<file path="config.mk">
export PLATFORM = sky130hd
export DESIGN_NAME = delayed_write_queue
export DESIGN_NICKNAME = d
export VERILOG_FILES = /design/src/rtl/dwq_pkg.sv /design/src/rtl/dwq_alloc.sv /design/src/rtl/dwq_slots.sv /design/src/rtl/dwq_pick.sv /design/src/rtl/delayed_write_queue.sv
export SDC_FILE = /design/constraint.sdc
export NUM_CORES = 1
export LEC_CHECK = 0
export BUFFER_PORTS_ARGS = -buffer_cell sky130_fd_sc_hd__buf_2
export CORE_ASPECT_RATIO = 0.7
export CORE_MARGIN = 8
export CORE_UTILIZATION = 35
export DETAILED_ROUTE_END_ITERATION = 8
export RECOVER_POWER = 100
export SLEW_MARGIN = 40
export SYNTH_ARGS = -nofsm -noshare
export SYNTH_HDL_FRONTEND = slang
export SYNTH_SLANG_ARGS = --single-unit
</file>
<file path="constraint.sdc">
create_clock -name clk -period 15.8 [get_ports clk]
set_input_delay 1.58 -clock clk [delete_from_list [all_inputs] [get_ports clk]]
set_output_delay 1.58 -clock clk [all_outputs]
set_load 0.01 [all_outputs]
</file>
<file path="src/rtl/dwq_pkg.sv">
package dwq_pkg;
  localparam int DWQ_SLOTS  = 8;
  localparam int DWQ_DATA_W = 64;
  localparam int DWQ_REG_W  = 6;
  localparam int DWQ_DLY_W  = 4;

  typedef enum logic {
    WMODE_WHOLE = 1'b0,
    WMODE_BIT   = 1'b1
  } wmode_e;
endpackage

</file>
<file path="src/rtl/dwq_alloc.sv">
module dwq_alloc #(
  parameter int SLOTS = 8,
  parameter int PTR_W = 3
) (
  input  logic             clk,
  input  logic             rst,
  input  logic             flush,
  input  logic             sched_valid,
  input  logic [SLOTS-1:0] occ,
  output logic [PTR_W-1:0] wr_ptr,
  output logic             accept,
  output logic             overflow_err
);
  logic slot_busy;

  assign slot_busy = occ[wr_ptr];
  assign accept    = sched_valid && !flush && !slot_busy;

  always_ff @(posedge clk) begin
    if (rst || flush) begin
      wr_ptr <= '0;
    end else if (accept) begin
      if (wr_ptr == PTR_W'(SLOTS - 1)) wr_ptr <= '0;
      else                             wr_ptr <= wr_ptr + 1'b1;
    end
  end

  always_ff @(posedge clk) begin
    if (rst) overflow_err <= 1'b0;
    else     overflow_err <= sched_valid && !flush && slot_busy;
  end
endmodule

</file>
<file path="src/rtl/dwq_slots.sv">
module dwq_slots
  import dwq_pkg::*;
#(
  parameter int SLOTS  = 8,
  parameter int DATA_W = 64,
  parameter int REG_W  = 6,
  parameter int DLY_W  = 4,
  parameter int BIT_W  = 6,
  parameter int PTR_W  = 3
) (
  input  logic              clk,
  input  logic              rst,
  input  logic              flush,
  input  logic              accept,
  input  logic [PTR_W-1:0]  wr_ptr,
  input  logic [REG_W-1:0]  in_dest,
  input  logic [DATA_W-1:0] in_value,
  input  logic [DLY_W-1:0]  in_delay,
  input  wmode_e            in_mode,
  input  logic [BIT_W-1:0]  in_bit,
  input  logic              tick_go,
  input  logic              free_vld,
  input  logic [PTR_W-1:0]  free_idx,
  output logic [SLOTS-1:0]  occ,
  output logic [SLOTS-1:0]  expired,
  output logic [REG_W-1:0]  rd_dest,
  output logic [DATA_W-1:0] rd_value,
  output wmode_e            rd_mode,
  output logic [BIT_W-1:0]  rd_bit
);
  localparam int CD_W = DLY_W + 1;

  logic [REG_W-1:0]  mem_dest  [SLOTS];
  logic [DATA_W-1:0] mem_value [SLOTS];
  wmode_e            mem_mode  [SLOTS];
  logic [BIT_W-1:0]  mem_bit   [SLOTS];
  logic [CD_W-1:0]   init_cd;

  assign init_cd = {1'b0, in_delay} + CD_W'(1);

  always_ff @(posedge clk) begin
    if (accept) begin
      mem_dest[wr_ptr]  <= in_dest;
      mem_value[wr_ptr] <= in_value;
      mem_mode[wr_ptr]  <= in_mode;
      mem_bit[wr_ptr]   <= in_bit;
    end
  end

  assign rd_dest  = mem_dest[free_idx];
  assign rd_value = mem_value[free_idx];
  assign rd_mode  = mem_mode[free_idx];
  assign rd_bit   = mem_bit[free_idx];

  for (genvar i = 0; i < SLOTS; i++) begin : g_slot
    logic [CD_W-1:0] cd;

    always_ff @(posedge clk) begin
      if (rst || flush) begin
        occ[i] <= 1'b0;
        cd     <= '0;
      end else if (accept && wr_ptr == PTR_W'(i)) begin
        occ[i] <= 1'b1;
        cd     <= init_cd;
      end else if (free_vld && free_idx == PTR_W'(i)) begin
        occ[i] <= 1'b0;
      end else if (tick_go && occ[i] && cd != '0) begin
        cd <= cd - 1'b1;
      end
    end

    assign expired[i] = occ[i] && (cd == '0);
  end
endmodule

</file>
<file path="src/rtl/dwq_pick.sv">
module dwq_pick #(
  parameter int SLOTS = 8,
  parameter int PTR_W = 3
) (
  input  logic [SLOTS-1:0] expired,
  input  logic [PTR_W-1:0] base,
  output logic             found,
  output logic [PTR_W-1:0] idx
);
  always_comb begin
    found = 1'b0;
    idx   = '0;
    for (int k = SLOTS - 1; k >= 0; k--) begin
      int p;
      p = int'(base) + k;
      if (p >= SLOTS) p = p - SLOTS;
      if (expired[p]) begin
        found = 1'b1;
        idx   = PTR_W'(p);
      end
    end
  end
endmodule

</file>
<file path="src/rtl/delayed_write_queue.sv">
module delayed_write_queue
  import dwq_pkg::*;
#(
  parameter  int SLOTS  = DWQ_SLOTS,
  parameter  int DATA_W = DWQ_DATA_W,
  parameter  int REG_W  = DWQ_REG_W,
  parameter  int DLY_W  = DWQ_DLY_W,
  localparam int BIT_W  = $clog2(DATA_W),
  localparam int CNT_W  = $clog2(SLOTS + 1)
) (
  input  logic              clk,
  input  logic              rst,
  input  logic              sched_valid,
  input  logic [REG_W-1:0]  sched_dest,
  input  logic [DATA_W-1:0] sched_value,
  input  logic [DLY_W-1:0]  sched_delay,
  input  logic              sched_bit_en,
  input  logic [BIT_W-1:0]  sched_bit,
  input  logic              tick_valid,
  output logic              tick_ready,
  input  logic              flush,
  output logic              commit_valid,
  output logic [REG_W-1:0]  commit_dest,
  output logic [DATA_W-1:0] commit_value,
  output logic [DATA_W-1:0] commit_mask,
  output logic              overflow_err,
  output logic [CNT_W-1:0]  pending_count
);
  localparam int PTR_W = (SLOTS > 1) ? $clog2(SLOTS) : 1;

  logic [PTR_W-1:0]  wr_ptr;
  logic              accept;
  logic [SLOTS-1:0]  occ;
  logic [SLOTS-1:0]  expired;
  logic              found;
  logic [PTR_W-1:0]  pick_idx;
  logic              free_vld;
  logic              tick_go;
  logic [REG_W-1:0]  rd_dest;
  logic [DATA_W-1:0] rd_value;
  wmode_e            rd_mode;
  logic [BIT_W-1:0]  rd_bit;
  wmode_e            in_mode;

  assign in_mode    = sched_bit_en ? WMODE_BIT : WMODE_WHOLE;
  assign tick_ready = ~|expired;
  assign tick_go    = tick_valid && tick_ready && !flush;
  assign free_vld   = found && !flush;

  dwq_alloc #(.SLOTS(SLOTS), .PTR_W(PTR_W)) u_alloc (
    .clk          (clk),
    .rst          (rst),
    .flush        (flush),
    .sched_valid  (sched_valid),
    .occ          (occ),
    .wr_ptr       (wr_ptr),
    .accept       (accept),
    .overflow_err (overflow_err)
  );

  dwq_slots #(
    .SLOTS(SLOTS), .DATA_W(DATA_W), .REG_W(REG_W),
    .DLY_W(DLY_W), .BIT_W(BIT_W), .PTR_W(PTR_W)
  ) u_slots (
    .clk      (clk),
    .rst      (rst),
    .flush    (flush),
    .accept   (accept),
    .wr_ptr   (wr_ptr),
    .in_dest  (sched_dest),
    .in_value (sched_value),
    .in_delay (sched_delay),
    .in_mode  (in_mode),
    .in_bit   (sched_bit),
    .tick_go  (tick_go),
    .free_vld (free_vld),
    .free_idx (pick_idx),
    .occ      (occ),
    .expired  (expired),
    .rd_dest  (rd_dest),
    .rd_value (rd_value),
    .rd_mode  (rd_mode),
    .rd_bit   (rd_bit)
  );

  // Oldest insertion sits at the insert pointer, newer ones follow it.
  dwq_pick #(.SLOTS(SLOTS), .PTR_W(PTR_W)) u_pick (
    .expired (expired),
    .base    (wr_ptr),
    .found   (found),
    .idx     (pick_idx)
  );

  always_ff @(posedge clk) begin
    if (rst || flush) commit_valid <= 1'b0;
    else              commit_valid <= free_vld;
  end

  always_ff @(posedge clk) begin
    if (free_vld) begin
      commit_dest  <= rd_dest;
      commit_value <= rd_value;
      if (rd_mode == WMODE_BIT) commit_mask <= {{(DATA_W-1){1'b0}}, 1'b1} << rd_bit;
      else                      commit_mask <= '1;
    end
  end

  always_ff @(posedge clk) begin
    if (rst || flush)
      pending_count <= '0;
    else
      pending_count <= pending_count + CNT_W'(accept) - CNT_W'(free_vld);
  end
endmodule

</file>
Word-level counts from Yosys, hierarchy flattened --
Memories as Yosys holds them, arrays and structs flattened. A register that Yosys moved wholly into a read port is not among the register bits. Index checks and enable logic that the tools add are counted. W data, S select, Z words.
Operators by class: $add $sub $neg 27, multiply operators 0, div/mod/pow operators 0, $lt $le $gt $ge 17, equality and inequality tests 22, shifts and indexed selects 1, mux-type cells 94, bitwise operators 0, reduce and logical (&&, ||, !) cells 93
Operator list (number):
- $lt A32 B5 Y1 const B | 8
- $mux W32 | 8
- $ge A32 B5 Y1 const B | 7
- $sub A32 B5 Y32 const B | 7
- $mux W5 | 24
- $shl A1 B6 Y64 const A | 1
- $logic_and A1 B1 Y1 | 46
- $mux W1 | 44
- $logic_not A5 Y1 | 8
- $reduce_bool A5 Y1 | 8
- $sub A5 B1 Y5 const B | 8
- $reduce_bool A2 Y1 | 16
- $bmux W1 S3 | 9
- $mux W3 | 9
- $eq A3 B3 Y1 const B | 8
- $add A3 B3 Y4 const B | 4
- $ne A2 B1 Y1 const B | 8
- $reduce_and A2 Y1 | 8
- $eq A3 B2 Y1 const B | 4
- $add A3 B2 Y4 const B | 2
- $reduce_or A8 Y1 | 1
- $eq A3 B1 Y1 const B | 2
- $logic_not A3 Y1 | 2
- $add A4 B1 Y5 const B | 1
- 9 further kinds | 11
Word-level totals: register bits 121, latch bits 0, RAM bits 616, ROM bits 0, logic and storage cells 279, memories kept 4
Memories:
- u_slots.mem_value | words 8, width 64, read ports 1, clocked after Yosys merged registers in 1, wr ports 1, line dwq_slots.sv:34 | logic [DATA_W-1:0] mem_value [SLOTS];
- u_slots.mem_bit | words 8, width 6, read ports 1, clocked after Yosys merged registers in 0, wr ports 1, line dwq_slots.sv:36 | logic [BIT_W-1:0] mem_bit [SLOTS];
- u_slots.mem_dest | words 8, width 6, read ports 1, clocked after Yosys merged registers in 1, wr ports 1, line dwq_slots.sv:33 | logic [REG_W-1:0] mem_dest [SLOTS];
- u_slots.mem_mode | words 8, width 1, read ports 1, clocked after Yosys merged registers in 0, wr ports 1, line dwq_slots.sv:35 | wmode_e mem_mode [SLOTS];

Depth between registers and ports, before layout --
word-level depth 18, mapped depth 21

By module --
Synthesis repeated with hierarchy kept, for this count alone.
Second synthesis, totals: cells, all modules 1632, area total of the unflattened synthesis 31753.0 um^2
Modules (own cells, without submodules):
- dwq_slots | instances 1, cells each 1236, area each 25822.3 um^2
- delayed_write_queue | instances 1, cells each 280, area each 4885.9 um^2
- dwq_pick | instances 1, cells each 90, area each 782.0 um^2
- dwq_alloc | instances 1, cells each 26, area each 262.8 um^2

Least setup slack after synthesis --
No wires, ideal clock.
path type register to register, start point register u_alloc.wr_ptr[1], end point register u_slots.g_slot[0].cd[1], data arrival time 10.804 ns, required time 15.730 ns, slack 4.926 ns, stages on the path, launching flop included 17, period minus slack after synthesis 10.874 ns, cells stage by stage dfxtp_1 -> clkbuf_1 -> clkbuf_1 -> inv_1 -> ha_1 -> clkbuf_1 -> nand2_1 -> o22ai_1 -> mux2i_1 -> nand4_1 -> nor4_1 -> nor2_1 -> nand2_1 -> o311ai_1 -> mux2i_1 -> nand2_1 -> a21oi_1
Between the ends: cells in the longest elaborated chain, start to end 18
Ends and longest elaborated chain:
- start, declared | line dwq_alloc.sv:10 | output logic [PTR_W-1:0] wr_ptr,
- start signal, assigned | line dwq_alloc.sv:24 | else wr_ptr <= wr_ptr + 1'b1;
- $add A3 B3 Y4 | line dwq_pick.sv:15 | p = int'(base) + k;
- $sub A32 B5 Y32 or $ge A32 B5 Y1 (tied branches) | line dwq_pick.sv:16 | if (p >= SLOTS) p = p - SLOTS;
- $mux W32 | line dwq_pick.sv:16
- $bmux W1 S3 | line dwq_pick.sv:17 | if (expired[p]) begin
- $mux W1 (implied by the code) (2 in a row) | line dwq_pick.sv:17
- $mux W1 (7 in a row) | line dwq_pick.sv:17
- $mux W1 (*) | line dwq_pick.sv:17
- $logic_and A1 B1 Y1 (*) | line delayed_write_queue.sv:48 | assign free_vld = found && !flush;
- via free_vld | line delayed_write_queue.sv:37 | logic free_vld;
- $logic_and A1 B1 Y1 (*) | line dwq_slots.sv:65 | end else if (free_vld && free_idx == PTR_W'(i)) begin
- $ne A2 B1 Y1 (no source line) (*)
- $reduce_and A2 Y1 (no source line) (*)
- end signal, assigned | line dwq_slots.sv:64 | cd <= init_cd;
- end signal, assigned | line dwq_slots.sv:68 | cd <= cd - 1'b1;
- end, declared | line dwq_slots.sv:56 | logic [CD_W-1:0] cd;
Mark *: on every way through the listed nets, which the timed path passes. The rest lies on a longest branch. The select of a mux whose other input is x is not followed. A chain may end at the register's enable or synchronous reset.

Worst setup path after layout --
start point register u_alloc.wr_ptr[1], end point register u_slots.g_slot[3].cd[4]
Between the ends: cells in the longest elaborated chain, start to end 18
Ends and longest elaborated chain (line):
- $add A3 B3 Y4 | dwq_pick.sv:15
- $sub A32 B5 Y32 or $ge A32 B5 Y1 (tied branches) | dwq_pick.sv:16
- $mux W32 | dwq_pick.sv:16
- $bmux W1 S3 | dwq_pick.sv:17
- $mux W1 (implied by the code) (2 in a row) | dwq_pick.sv:17
- $mux W3 or $mux W1 (tied branches) (8 in a row) | dwq_pick.sv:17
- $eq A3 B2 Y1 or $logic_and A1 B1 Y1 (tied branches) | dwq_slots.sv:65, delayed_write_queue.sv:48
- $logic_and A1 B1 Y1 | dwq_slots.sv:65
- $ne A2 B1 Y1 (no source line)
- $reduce_and A2 Y1 (no source line)
- end signal, assigned | dwq_slots.sv:64
- end signal, assigned | dwq_slots.sv:68
- end, declared | dwq_slots.sv:56
Parallel ways exist; a longest one is shown, timed or not. The select of a mux whose other input is x is not followed.

==> flow_metrics.py <==
metrics = {
    "run": {
        "timing.max_cap.violations": 21,
    },
    "clock_network": {
        "cts-buffers-inserted": 81,
        "cts_tree": "built",
        "cts_root_buffer": "sky130_fd_sc_hd__clkbuf_16",
        "cts.hold.buffers_added": 0,
        "post_cts_buffers": 0,
        "clock_sink_count": 807,
        "clkLatencyLatePin_ns": 0.68,
        "htree_num_levels": 3,
        "post_cts_resize_count": 0,
        "cts_buffer_depth": 3,
        "worst_setup_hold_path_clk_slew_ns": 0.06,
    },
    "setup_path": {
        "rrSetupSlack_ns": 5.19,
        "worstSetupPathType": "reg2reg",
        "cp_slowest_stage_delay_ns": 2.90,
        "worst_r2r_path_depth": 15,
        "cp_cell_sequence": "inv_1, ha_1, nand2b_1, o22a_1, mux2_1, a21oi_1, or3_1, a21oi_1, nor2_1, buf_6, clkbuf_1, o311ai_0, nor4_1, xnor2_1, o22ai_1",
        "cpMaxStageDelayCell": "sky130_fd_sc_hd__clkbuf_1",
        "worst_setup_path_end_kind": "flip-flop",
        "arrival_ns": 11.12,
        "critical_path_required_ns": 16.32,
        "cell_mode_on_critical_path": "sky130_fd_sc_hd__a21oi_1",
        "timing.critical_path.from": "u_alloc.wr_ptr[1]",
        "end_of_the_worst_register_to_register_path": "u_slots.g_slot[3].cd[4]",
        "endpoint": "u_slots.g_slot[3].cd[4]",
        "critPathLaunchType": "flip-flop",
        "timing.rr.start": "u_alloc.wr_ptr[1]",
        "worst-path-max-fanout": 67,
    },
    "place": {
        "dpl.hpwl_um": 46340,
        "port-buffer-count": 226,
        "last_weighted_congestion_value_of_the_routability_driven_placer": 0.8832,
    },
    "sta": {
        "finalSetupViolCount": 0,
        "final_min_period_over_clock_period": 0.6712,
        "finalHoldViolations": 0,
        "slew_headroom": -1.977,
        "setup_repair_after_global_routing_missed_its_margin": "false",
        "skew_ns": 0.04052,
        "count_of_final_max_slew_check_failures": 883,
        "finalCriticalPeriod_ns": 10.61,
        "max_clock_freq_ghz": 0.09429,
        "fin_setup_tns_ns": 0,
        "pin_slew_with_the_least_headroom_to_its_limit_ns": 4.465,
    },
    "cells_and_area": {
        "fillCellCount": 8845,
        "post_route_cells_drive_above_1_share": 0.06384,
        "layout.area.seq_um2": 23660,
        "area.growth.synth_to_final_pct": 14.01,
        "final_nets": 2935,
        "multi_input_gate_area_in_the_final_layout_um2": 8776,
    },
    "grt": {
        "globalRouteOverflowTotal": 0,
        "grt_max_degree": 169,
        "first_global_vias": 20410,
        "met1_usage": 0.2287,
        "gr-usage-met2": 0.2334,
        "grt_util_met3": 0.04546,
        "grt_first_pass_wirelength_um": 129300,
        "grt.busiest_layer": "met2",
        "antenna_found_initial": 22,
        "grt_use_total": 0.1581,
    },
    "power": {
        "total_switching_power_mw": 1.286,
        "clkPwrFrac": 0.394,
        "p_total_mw": 4.981,
        "power_density_nw_per_um2": 131.0,
        "p_seq_frac": 0.486,
        "power_frac_comb": 0.120,
        "swShare": 0.2582,
        "power.static_leakage_nw": 12.99,
        "vdd_drop_max_v": 0.00007533,
        "p_int_mw": 3.694,
    },
    "hold_path": {
        "hold_class": "reg2reg",
    },
    "synthesis": {
        "yosysUniqueCellTypes": 72,
        "synth-seq-area-share": 0.7096,
        "syn-mean-instance-area_um2": 12.62,
        "synth.net_count": 2762,
        "synth_warnings": 0,
        "synth_edf_count": 750,
        "syn_area_um2": 33350,
        "primary_ff_master_synth": "sky130_fd_sc_hd__edfxtp_1",
        "synth_async_sr_flop_share": 0,
        "synth.ff_latch_count": 807,
        "post_synth_inst_count": 2643,
    },
    "floorplanning": {
        "rows": 94,
        "vertical_die_dimension_um": 274.3,
        "initial_utilization": 0.3540,
        "die-width_um": 384.9,
        "core_region_um2": 94210,
        "die_area_um2": 105600,
        "top_level_ports": 227,
    },
    "routing": {
        "drt-total-wl_um": 86060,
        "route.detailed.vias_per_inst": 5.160,
        "routedWlPerCell_um": 20.77,
        "dr.pass1.iters": 6,
        "antenna_violating_nets_post_route": 0,
        "initialDrtViolationCount": 1994,
        "route.detailed.drc": 0,
        "vias": 21380,
    },
    "run_status": {
        "run_status": "finished with violations",
        "violations_in_the_final_reports": "capacitance limit, slew limit",
    },
}
==> cell usage after synthesis (all sizes together) (5+ instances only) <==
cell type,n,area share
nor3,5,0.00075
o31ai,21,0.0047
o41ai,48,0.016
xor2,9,0.0024
or4b,8,0.0024
nor4,13,0.0024
a2111oi,5,0.0013
a221oi,6,0.0018
nand2,690,0.078
ha,32,0.012
a21o,5,0.0011
o311ai,8,0.0033
a21oi,42,0.0063
xnor2,30,0.0079
inv,38,0.0043
nand2b,16,0.0030
a211oi,7,0.0016
nor2b,8,0.0015
or2,5,0.00094
edfxtp,750,0.68
nor4b,5,0.0013
dfxtp,57,0.034
mux2,10,0.0034
and3,11,0.0021
nand3,370,0.056
o211a,6,0.0018
mux2i,44,0.013
o21ai,98,0.015
o22ai,20,0.0038
o221ai,6,0.0018
and2,6,0.0011
clkbuf,107,0.012
nor2,49,0.0055
buf,60,0.0090
==> power groups by stage <==
| stage | Sequential (mW) | Combinational [mW] | Clock (mW) |
|---|---|---|---|
| floorplan | 2.48 | 0.396 | 0 |
| CTS | 2.42 | 0.618 | 2.01 |
| global route | 2.42 | 0.670 | 2.09 |
| finish | 2.42 | 0.597 | 1.96 |
| detailed placement | 2.46 | 0.616 | 0 |
| global placement | 2.46 | 0.608 | 0 |
==> state kept, by name, summed over array words and instances, names as in the netlist, 4 cells and up <==
signal	count
pending_count	4
commit_dest	6
u_slots.mem_value	512
u_slots.g_slot.cd	40
u_slots.mem_bit	48
u_slots.occ	8
commit_mask	64
commit_value	64
u_slots.mem_mode	8
u_slots.mem_dest	48
==> logic make-up (layout without fill, tap and decap cells) <==
kind of cell	Yosys count	count (layout)	synth area share
other	0	14	0
adder cells (fa/ha/maj)	33	33	0.01261
buffers and inverters	205	444	0.02536
XOR/XNOR	39	39	0.01024
multiplexers	58	58	0.01928
AO/OA/AOI/OAI	308	308	0.06720
AND/OR/NAND/NOR	1193	1193	0.1557
flip-flops	807	807	0.7096
==> how the worst min path moves through the flow <==
stage,start,endpoint,depth (start not counted)
floorplan,u_slots.occ[0],u_slots.occ[0],2
global placement,u_slots.g_slot[5].cd[4],u_slots.g_slot[5].cd[4],2
detailed placement,u_slots.g_slot[4].cd[4],u_slots.g_slot[4].cd[4],2
CTS,u_slots.g_slot[4].cd[4],u_slots.g_slot[4].cd[4],2
global route,u_slots.g_slot[4].cd[4],u_slots.g_slot[4].cd[4],2
finish,u_slots.g_slot[4].cd[4],u_slots.g_slot[4].cd[4],2
==> worst max-delay path, delay by kind of cell (launching register included) <==
family	cells	cell delay [ns]
buffers and inverters	3	3.83
and+or+nand+nor	4	2.46
muxes	1	0.38
xor gates and xnor gates	1	0.16
AOI/OAI and AO/OA	5	2.11
DFF	1	0.87
adders and majority gates	1	0.56
==> per-stage QoR <==
stage	hold WS, ns	instances	utilization	cell area [um^2]	worst slack [ns]
2_1_floorplan	0.4971	2643	-	33350	4.926
3_3_place_gp	0.5221	3976	0.3785	35660	8.546
3_5_place_dp	0.5362	3978	0.3797	35770	8.356
4_1_cts	0.5487	4127	0.4082	38450	8.311
5_1_grt	0.5755	4134	0.4033	37990	4.540
6_report	0.5472	4144	0.4036	38020	5.194
==> cell type report <==
cell class | instances | area share
well taps | 1248 | 0.04107
inverters | 38 | 0.003752
clock buffers | 99 | 0.05726
repair buffers | 257 | 0.03047
flip-flops and latches | 807 | 0.6224
clock inverters | 50 | 0.01330
diodes | 14 | 0.0009215
multi-input cells | 1631 | 0.2308
==> layout by cell type (no fill, tap or decap), types with 6 or more instances in the layout <==
cell type / synthesis / final
sky130_fd_sc_hd__nand2_1: 690 / 689
sky130_fd_sc_hd__clkinv_1: 0 / 14
sky130_fd_sc_hd__nand3_1: 370 / 370
sky130_fd_sc_hd__bufinv_16: 0 / 8
sky130_fd_sc_hd__o21ai_0: 95 / 95
sky130_fd_sc_hd__xnor2_1: 30 / 29
sky130_fd_sc_hd__o311ai_0: 0 / 7
sky130_fd_sc_hd__o41ai_1: 34 / 47
sky130_fd_sc_hd__a21oi_1: 42 / 41
sky130_fd_sc_hd__mux2_2: 10 / 8
sky130_fd_sc_hd__o211a_1: 6 / 6
sky130_fd_sc_hd__buf_2: 36 / 8
sky130_fd_sc_hd__o31ai_1: 21 / 21
sky130_fd_sc_hd__clkinv_2: 0 / 14
sky130_fd_sc_hd__nor2b_1: 8 / 8
sky130_fd_sc_hd__buf_4: 2 / 7
sky130_fd_sc_hd__a211oi_1: 7 / 7
sky130_fd_sc_hd__clkbuf_16: 0 / 83
sky130_fd_sc_hd__nor2_1: 49 / 48
sky130_fd_sc_hd__ha_1: 32 / 32
sky130_fd_sc_hd__mux2i_1: 44 / 44
sky130_fd_sc_hd__dfxtp_1: 57 / 57
sky130_fd_sc_hd__diode_2: 0 / 14
sky130_fd_sc_hd__and3_1: 11 / 11
sky130_fd_sc_hd__o22ai_1: 20 / 20
sky130_fd_sc_hd__nor4_1: 13 / 13
sky130_fd_sc_hd__inv_1: 37 / 37
sky130_fd_sc_hd__nand2b_1: 16 / 16
sky130_fd_sc_hd__clkbuf_1: 106 / 243
sky130_fd_sc_hd__edfxtp_1: 750 / 750
sky130_fd_sc_hd__xor2_1: 9 / 8
==> routing by layer <==
layer | vias up | wire length (um)
met2 | 653 | 36980
met5 | - | 89
met4 | 14 | 1413
met3 | 113 | 6948
met1 | 10540 | 40630
li1 | 10070 | -
No activity file was read; power rests on OpenSTA's default activity.
